===== src/rtl/lmon_pkg.sv =====
package lmon_pkg;
  // strobes from control to datapath
  typedef struct packed {
    logic cntClear;
    logic cntInc;
  } lmonStrobe_t;

  // state from datapath back to control
  typedef struct packed {
    logic prevScl;
    logic prevSda;
    logic cntAtLimit;
  } lmonStatus_t;
endpackage


===== src/rtl/lmon_datapath.sv =====
module lmon_datapath
  import lmon_pkg::*;
#(
  parameter int HIST_DEPTH = 16,
  parameter int LIMIT_W    = 31
) (
  input  logic                      clk,
  input  logic                      rstN,
  input  logic                      sclIn,
  input  logic                      sdaIn,
  input  lmonStrobe_t               strobe,
  input  logic [LIMIT_W-1:0]        stretchLimit,
  output logic [2*HIST_DEPTH-1:0]   lineHistory,
  output lmonStatus_t               status
);
  localparam int CNT_W = LIMIT_W + 1;
  localparam int NUM_LINES = 2;

  logic [NUM_LINES-1:0] lineSample;
  assign lineSample = {sdaIn, sclIn};

  // one shift register per line; line 0 = SCL, line 1 = SDA
  for (genvar g = 0; g < NUM_LINES; g++) begin : g_line
    logic [HIST_DEPTH-1:0] hist;
    always_ff @(posedge clk or negedge rstN) begin
      if (!rstN) hist <= '1;
      else       hist <= {hist[HIST_DEPTH-2:0], lineSample[g]};
    end
    assign lineHistory[g*HIST_DEPTH +: HIST_DEPTH] = hist;
  end

  // low-time counter, one bit wider than the limit so it can saturate past it
  logic [CNT_W-1:0] lowCnt;
  always_ff @(posedge clk or negedge rstN) begin
    if (!rstN)                                lowCnt <= '0;
    else if (strobe.cntClear)                 lowCnt <= '0;
    else if (strobe.cntInc && (lowCnt != '1)) lowCnt <= lowCnt + 1'b1;
  end

  assign status.prevScl    = lineHistory[0];
  assign status.prevSda    = lineHistory[HIST_DEPTH];
  assign status.cntAtLimit = (lowCnt == {1'b0, stretchLimit});
endmodule


===== src/rtl/lmon_ctrl.sv =====
module lmon_ctrl
  import lmon_pkg::*;
(
  input  logic        clk,
  input  logic        rstN,
  input  logic        hostActive,
  input  logic        sclIn,
  input  logic        sdaIn,
  input  logic        hostSclRelease,
  input  logic        hostSdaRelease,
  input  logic        hostReceiving,
  input  logic        sclPulseStarted,
  input  logic        stretchEn,
  input  lmonStatus_t status,
  output lmonStrobe_t strobe,
  output logic        evStretchTimeout,
  output logic        evSclInterference,
  output logic        evSdaInterference,
  output logic        evSdaUnstable
);
  logic sclHeldByOther;
  logic stretchHit;
  logic sclIntfHit;
  logic sdaIntfCond;
  logic sdaIntfSeen;
  logic sdaIntfHit;
  logic unstableHit;

  // SCL low while the host lets it float: another device holds it
  assign sclHeldByOther = hostActive & hostSclRelease & ~sclIn;

  always_comb begin
    strobe          = '0;
    strobe.cntInc   = sclHeldByOther;
    strobe.cntClear = ~sclHeldByOther;
  end

  assign stretchHit  = sclHeldByOther & stretchEn & status.cntAtLimit;
  // a fall inside a pulse that has begun is interference, not stretching
  assign sclIntfHit  = sclHeldByOther & sclPulseStarted & status.prevScl;
  assign sdaIntfCond = hostActive & hostSdaRelease & ~hostReceiving & ~sdaIn;
  assign sdaIntfHit  = sdaIntfCond & ~sdaIntfSeen;
  assign unstableHit = hostActive & hostReceiving & sclIn & status.prevScl &
                       (sdaIn != status.prevSda);

  always_ff @(posedge clk or negedge rstN) begin
    if (!rstN) begin
      sdaIntfSeen       <= 1'b0;
      evStretchTimeout  <= 1'b0;
      evSclInterference <= 1'b0;
      evSdaInterference <= 1'b0;
      evSdaUnstable     <= 1'b0;
    end else begin
      sdaIntfSeen       <= sdaIntfCond;
      evStretchTimeout  <= stretchHit;
      evSclInterference <= sclIntfHit;
      evSdaInterference <= sdaIntfHit;
      evSdaUnstable     <= unstableHit;
    end
  end
endmodule


===== src/rtl/i2c_line_monitor.sv =====
module i2c_line_monitor
  import lmon_pkg::*;
#(
  parameter int HIST_DEPTH = 16,
  parameter int LIMIT_W    = 31
) (
  input  logic                    clk,
  input  logic                    rstN,
  input  logic                    hostActive,
  input  logic                    sclIn,
  input  logic                    sdaIn,
  input  logic                    hostSclRelease,
  input  logic                    hostSdaRelease,
  input  logic                    hostReceiving,
  input  logic                    sclPulseStarted,
  input  logic                    stretchEn,
  input  logic [LIMIT_W-1:0]      stretchLimit,
  output logic [2*HIST_DEPTH-1:0] lineHistory,
  output logic                    evStretchTimeout,
  output logic                    evSclInterference,
  output logic                    evSdaInterference,
  output logic                    evSdaUnstable
);
  lmonStrobe_t strobe;
  lmonStatus_t status;

  lmon_ctrl u_ctrl (
    .clk              (clk),
    .rstN             (rstN),
    .hostActive       (hostActive),
    .sclIn            (sclIn),
    .sdaIn            (sdaIn),
    .hostSclRelease   (hostSclRelease),
    .hostSdaRelease   (hostSdaRelease),
    .hostReceiving    (hostReceiving),
    .sclPulseStarted  (sclPulseStarted),
    .stretchEn        (stretchEn),
    .status           (status),
    .strobe           (strobe),
    .evStretchTimeout (evStretchTimeout),
    .evSclInterference(evSclInterference),
    .evSdaInterference(evSdaInterference),
    .evSdaUnstable    (evSdaUnstable)
  );

  lmon_datapath #(
    .HIST_DEPTH(HIST_DEPTH),
    .LIMIT_W   (LIMIT_W)
  ) u_dp (
    .clk         (clk),
    .rstN        (rstN),
    .sclIn       (sclIn),
    .sdaIn       (sdaIn),
    .strobe      (strobe),
    .stretchLimit(stretchLimit),
    .lineHistory (lineHistory),
    .status      (status)
  );
endmodule


===== config.mk =====
export PLATFORM = sky130hd
export DESIGN_NAME = i2c_line_monitor
export DESIGN_NICKNAME = d
export VERILOG_FILES = /design/src/rtl/lmon_pkg.sv /design/src/rtl/lmon_datapath.sv /design/src/rtl/lmon_ctrl.sv /design/src/rtl/i2c_line_monitor.sv
export SDC_FILE = /design/constraint.sdc
export NUM_CORES = 1
export LEC_CHECK = 0
export CORE_ASPECT_RATIO = 0.6
export CORE_MARGIN = 3
export CORE_UTILIZATION = 46
export CTS_CLUSTER_DIAMETER = 40
export DETAILED_ROUTE_END_ITERATION = 8
export PLACE_DENSITY = 0.75
export SYNTH_ARGS = -nofsm -noshare
export SYNTH_HDL_FRONTEND = slang
export SYNTH_SLANG_ARGS = --single-unit

===== constraint.sdc =====
create_clock -name clk -period 4.7 [get_ports clk]
set_input_delay 0.94 -clock clk [delete_from_list [all_inputs] [get_ports clk]]
set_output_delay 0.94 -clock clk [all_outputs]
set_load 0.03 [all_outputs]

Word level (Yosys, flattened, before mapping):

Cells that the tools add are included.

* flip-flop bits (word level): 69
* bits of input ports: 41
* output and inout bits: 36

* $add $sub $neg: 1
* equality and inequality tests: 4
* mux-type cells: 2
* bitwise gates (word level): 18
* reductions and logical operators: 1

Operators by type and width (number)
* $mux W32: 2
* $add A32 B1 Y32 const B: 1
* $eq A32 B31 Y1: 1
* $ne A32 B32 Y1 const B: 1
* $and A1 B1 Y1: 14
* $not A1 Y1: 4
* $ne A2 B1 Y1 const B: 1
* $logic_and A1 B1 Y1: 1
* $ne A1 B1 Y1: 1

Logic depth before layout (Yosys ltp):

* depth after elaboration: 5
* depth in mapped cells: 8
* depth with buffers taken out: 6

Cells and area by module:

From an unflattened synthesis, not the netlist that was laid out.

* cell total of the unflattened synthesis: 305
* area total of the unflattened synthesis: 3291.9 um^2

By module, submodules not included
* lmon_datapath: instances 1, cells each 289, area each 3099.2 um^2
* lmon_ctrl: instances 1, cells each 16, area each 192.7 um^2

Worst setup path after synthesis:

Ideal clock, no wire load.

* kind: input to register
* start: in hostActive
* end: reg u_ctrl.evStretchTimeout
* data arrival time: 1.892 ns
* slack: 2.708 ns
* stages: 6
* path buffers: 1
* cells stage by stage: nand2_1 -> or2_2 -> clkbuf_1 -> nor3_1 -> nand4_1 -> nor4_1

* longest elaborated chain between the ends: 4

Ends and longest elaborated chain
* from (decl): line i2c_line_monitor.sv:9 `input logic hostActive,`
* $and A1 B1 Y1 (2 in series): line lmon_ctrl.sv:30 `assign sclHeldByOther = hostActive & hostSclRelease & ~sclIn;`
* $and A1 B1 Y1 (2 in series): line lmon_ctrl.sv:38 `assign stretchHit = sclHeldByOther & stretchEn & status.cntAtLimit;`
* net u_ctrl.stretchHit: line lmon_ctrl.sv:22 `logic stretchHit;`
* to (signal assigned): line lmon_ctrl.sv:55 `evStretchTimeout <= stretchHit;`
* to (decl): line lmon_ctrl.sv:16 `output logic evStretchTimeout,`

The timed path passes the listed nets, and every way through them passes these cells.
A chain may end at the register's enable or synchronous reset.

Final worst setup path:

* start: reg u_dp.lowCnt[0]
* end: reg u_dp.lowCnt[21]

* longest elaborated chain between the ends: 3
* elaborated cells on any way between the ends: 6

Ends and longest elaborated chain
* from (decl): line lmon_datapath.sv:33 `logic [CNT_W-1:0] lowCnt;`
* from (signal assigned): line lmon_datapath.sv:37 `else if (strobe.cntInc && (lowCnt != '1)) lowCnt <= lowCnt + 1'b1;`
* $add A32 B1 Y32 / $ne A32 B32 Y1 (equally long branches): line lmon_datapath.sv:37
* $mux W32 / $logic_and A1 B1 Y1 (equally long branches): line lmon_datapath.sv:37
* $mux W32 / $ne A2 B1 Y1 (equally long branches)

Several ways; a longest one is shown, not always the timed one. The select of a mux whose other input is x is not followed.

==> flow_summary.yaml <==
global_route:
  grt_usage_pct: 20.20
  grt_max_degree: 42
  grt_pass1_vias: 2367
  antenna_found_initial: 0
  grt_overflow: 0
  grt_pass1_wl_mm: 12.53
final_layout:
  finalNonFillerCells: 438
  layout_commonest_cell: "clkdlybuf4s50_1"
  n_antenna_cell: 0
  fin_area_um2: 4313
  fin_util_pct: 67.25
  area_delta_synth_final_pct: 35.07
  layout_common_cells: "75 x clkdlybuf4s50_1, 37 x dfrtp_1, 36 x xor2_1, 32 x dfstp_2, 20 x a21oi_1"
  drive_above_1_share_pct: 18.36
  final_nets: 392
cts:
  cts_setup_buffers: 0
  ctsHoldBuffers: 0
  cts_buffer_depth: 2
  insertion_delay_ps: 320
  path_clk_slew_ps: 60
  root_buffer: "clkbuf_16"
  tritoncts: "done"
  h-tree-depth: 3
  ctsResizeCount: 0
  cts_made_buffers: 9
  clock_sinks: 69
logic_synthesis:
  synth.distinct_cells: 45
  synth_async_sr_flop_share_pct: 100.0
  avgSynthCellArea_um2: 11.61
  ys_warn_count: 0
  synth_top_area_share_pct: 29.00
  seq_area_frac_synth_pct: 55.33
  synth.largest_area_cell: "dfrtp_1"
  synth_edf_count: 0
  synth_top_flop_cell: "dfrtp_1"
  syn_area_um2: 3193
  synth-seq-cells: 69
  netlist_instances: 275
  syn_nets: 317
  synth_area_leaders: "dfrtp_1 29%, dfstp_2 26%, xor2_1 9.9%, a21oi_1 3.1%, xnor2_1 3.0%"
placed_design:
  port_buffers: 76
  dpl_cell_area_um2: 3975
  dp_hpwl_mm: 5.613
  gp_congestion: 0.8960
  place_inst: 423
  pre_cts_ws_ps: 1887
min_path:
  hold_class: "reg -> reg"
sta:
  hold_viol_final: 0
  worst_pin_slew_ps: 856.8
  layout_setup_ws_ps: 1966
  finalCriticalPeriod_ps: 2734
  final_max_slew_viol_count: 0
  finalCritPeriodShare_pct: 58.16
  tns_ps: 0
  max_slew_margin_pct: 42.88
  finClkSkew_ps: 4.776
  fmax_mhz: 365.8
  finalSetupViolCount: 0
  grt_setup_unrepaired: "false"
  fin_hold_ws_ps: 362.3
routing:
  wl_per_cell_um: 17.87
  wl_met2_mm: 3.550
  ant_nets: 0
  vias: 2472
  drc: 0
  wl_mm: 7.829
  wl_met1_mm: 3.513
  via_per_inst: 5.644
  highest-signal-layer: "met4"
  firstDrtPassIters: 5
  routed-wl-met3_um: 681
  initialDrtViolationCount: 203
floorplan:
  ios: 77
  core_area_um2: 6414
  die_h_um: 70.54
  dieArea_um2: 8010
  rows: 22
  die_width_um: 113.6
  initial_core_util_pct: 49.79
worst_setup_path:
  crit_slowest_cell: "nor4_4"
  critical-path-top-delay-family: "simple AND/OR/NAND/NOR gates"
  setup.worst_path.class: "reg -> reg"
  cp_slowest_stage_delay_ps: 620
  critPathMaxFanout: 16
  path_cells: "ha_1 > nand3_1 > nor4_4 > nand3_2 > and3_1 > nor3_2"
  cp-end-kind: "flip-flop"
  critical_path_arrival_ps: 2980
  worst_ep_required_time_ps: 4950
  critPathLaunchType: "flip-flop"
  crit_buf_inv: 0
pwr:
  powerDensity_nw_per_um2: 352.6
  finalPower_mw: 1.521
  ir_worst_vdd_mv: 0.2550
  power_leakage_nw: 1.794
outcome:
  status: "finished, final reports clean"
job:
  max-cap-violations: 0
## flip-flops by register name (all words and copies together), names as in the netlist
register	cells
u_ctrl.evSdaUnstable	1
u_ctrl.sdaIntfSeen	1
u_ctrl.evStretchTimeout	1
u_dp.g_line.hist	32
u_dp.lowCnt	32
u_ctrl.evSdaInterference	1
u_ctrl.evSclInterference	1
## synth_stat cells (all sizes together), types with 6 or more instances
cell type,n
a31oi,8
buf,8
nand4,16
dfrtp,37
xor2,36
a21oi,20
nor3,6
and4,6
dfstp,32
nand2,15
xnor2,11
nor2,16
nand3,8
and3,7
nor4,10
## worst reg2reg max path, delay by kind of cell, from the launching register on
| family | cells | cell delay [ps] |
|---|---|---|
| fa+ha+maj | 1 | 340 |
| flops | 1 | 460 |
| simple gates | 5 | 1880 |
## cells by family (layout without fill, tap and decap cells)
group / after synthesis / in the layout / synth area share, %
and+or+nand+nor: 98 / 98 / 19.83
DFF: 69 / 69 / 55.33
xor gates and xnor gates: 47 / 47 / 12.89
AOI/OAI and AO/OA: 41 / 41 / 7.720
buffers and inverters: 17 / 96 / 3.174
muxes: 2 / 2 / 0.6661
adders and majority gates: 1 / 1 / 0.3918
## layout make-up
cell class | instances | area, um^2
clock buffer | 9 | 225.2
fill | 484 | 2101
tap | 84 | 105.1
sequential | 69 | 1767
clock inverter | 6 | 112.6
timing repair buffer | 77 | 763.2
multi-input combinational | 189 | 1325
inverter | 4 | 15.01
## worst paths after layout
path	startpoint	to	cells past startpoint	slack (ps)
max reg2reg	u_dp.lowCnt[0]	u_dp.lowCnt[21]	6	1970
max in group asynchronous	rstN	u_dp.g_line[0].hist[14]	2	3030
max	u_dp.lowCnt[0]	u_dp.lowCnt[21]	6	1970
min reg2reg	u_dp.g_line[0].hist[13]	u_dp.g_line[0].hist[14]	0	360
min	u_dp.g_line[0].hist[13]	u_dp.g_line[0].hist[14]	0	360
min in group asynchronous	rstN	u_ctrl.evSdaUnstable	1	740
## power breakdown
| part | switching [mW] | internal, mW |
|---|---|---|
| registers | 0.00919 | 0.621 |
| logic | 0.0675 | 0.0615 |
| clock network | 0.246 | 0.516 |
## per-layer routing
layer | vias up | track usage [%]
li1 | 1137 | -
met1 | 1217 | 29.35
met2 | 104 | 29.81
met3 | 14 | 6.496
met4 | 0 | 4.267
met5 | - | 0
Power figures use the tool's default switching activity.
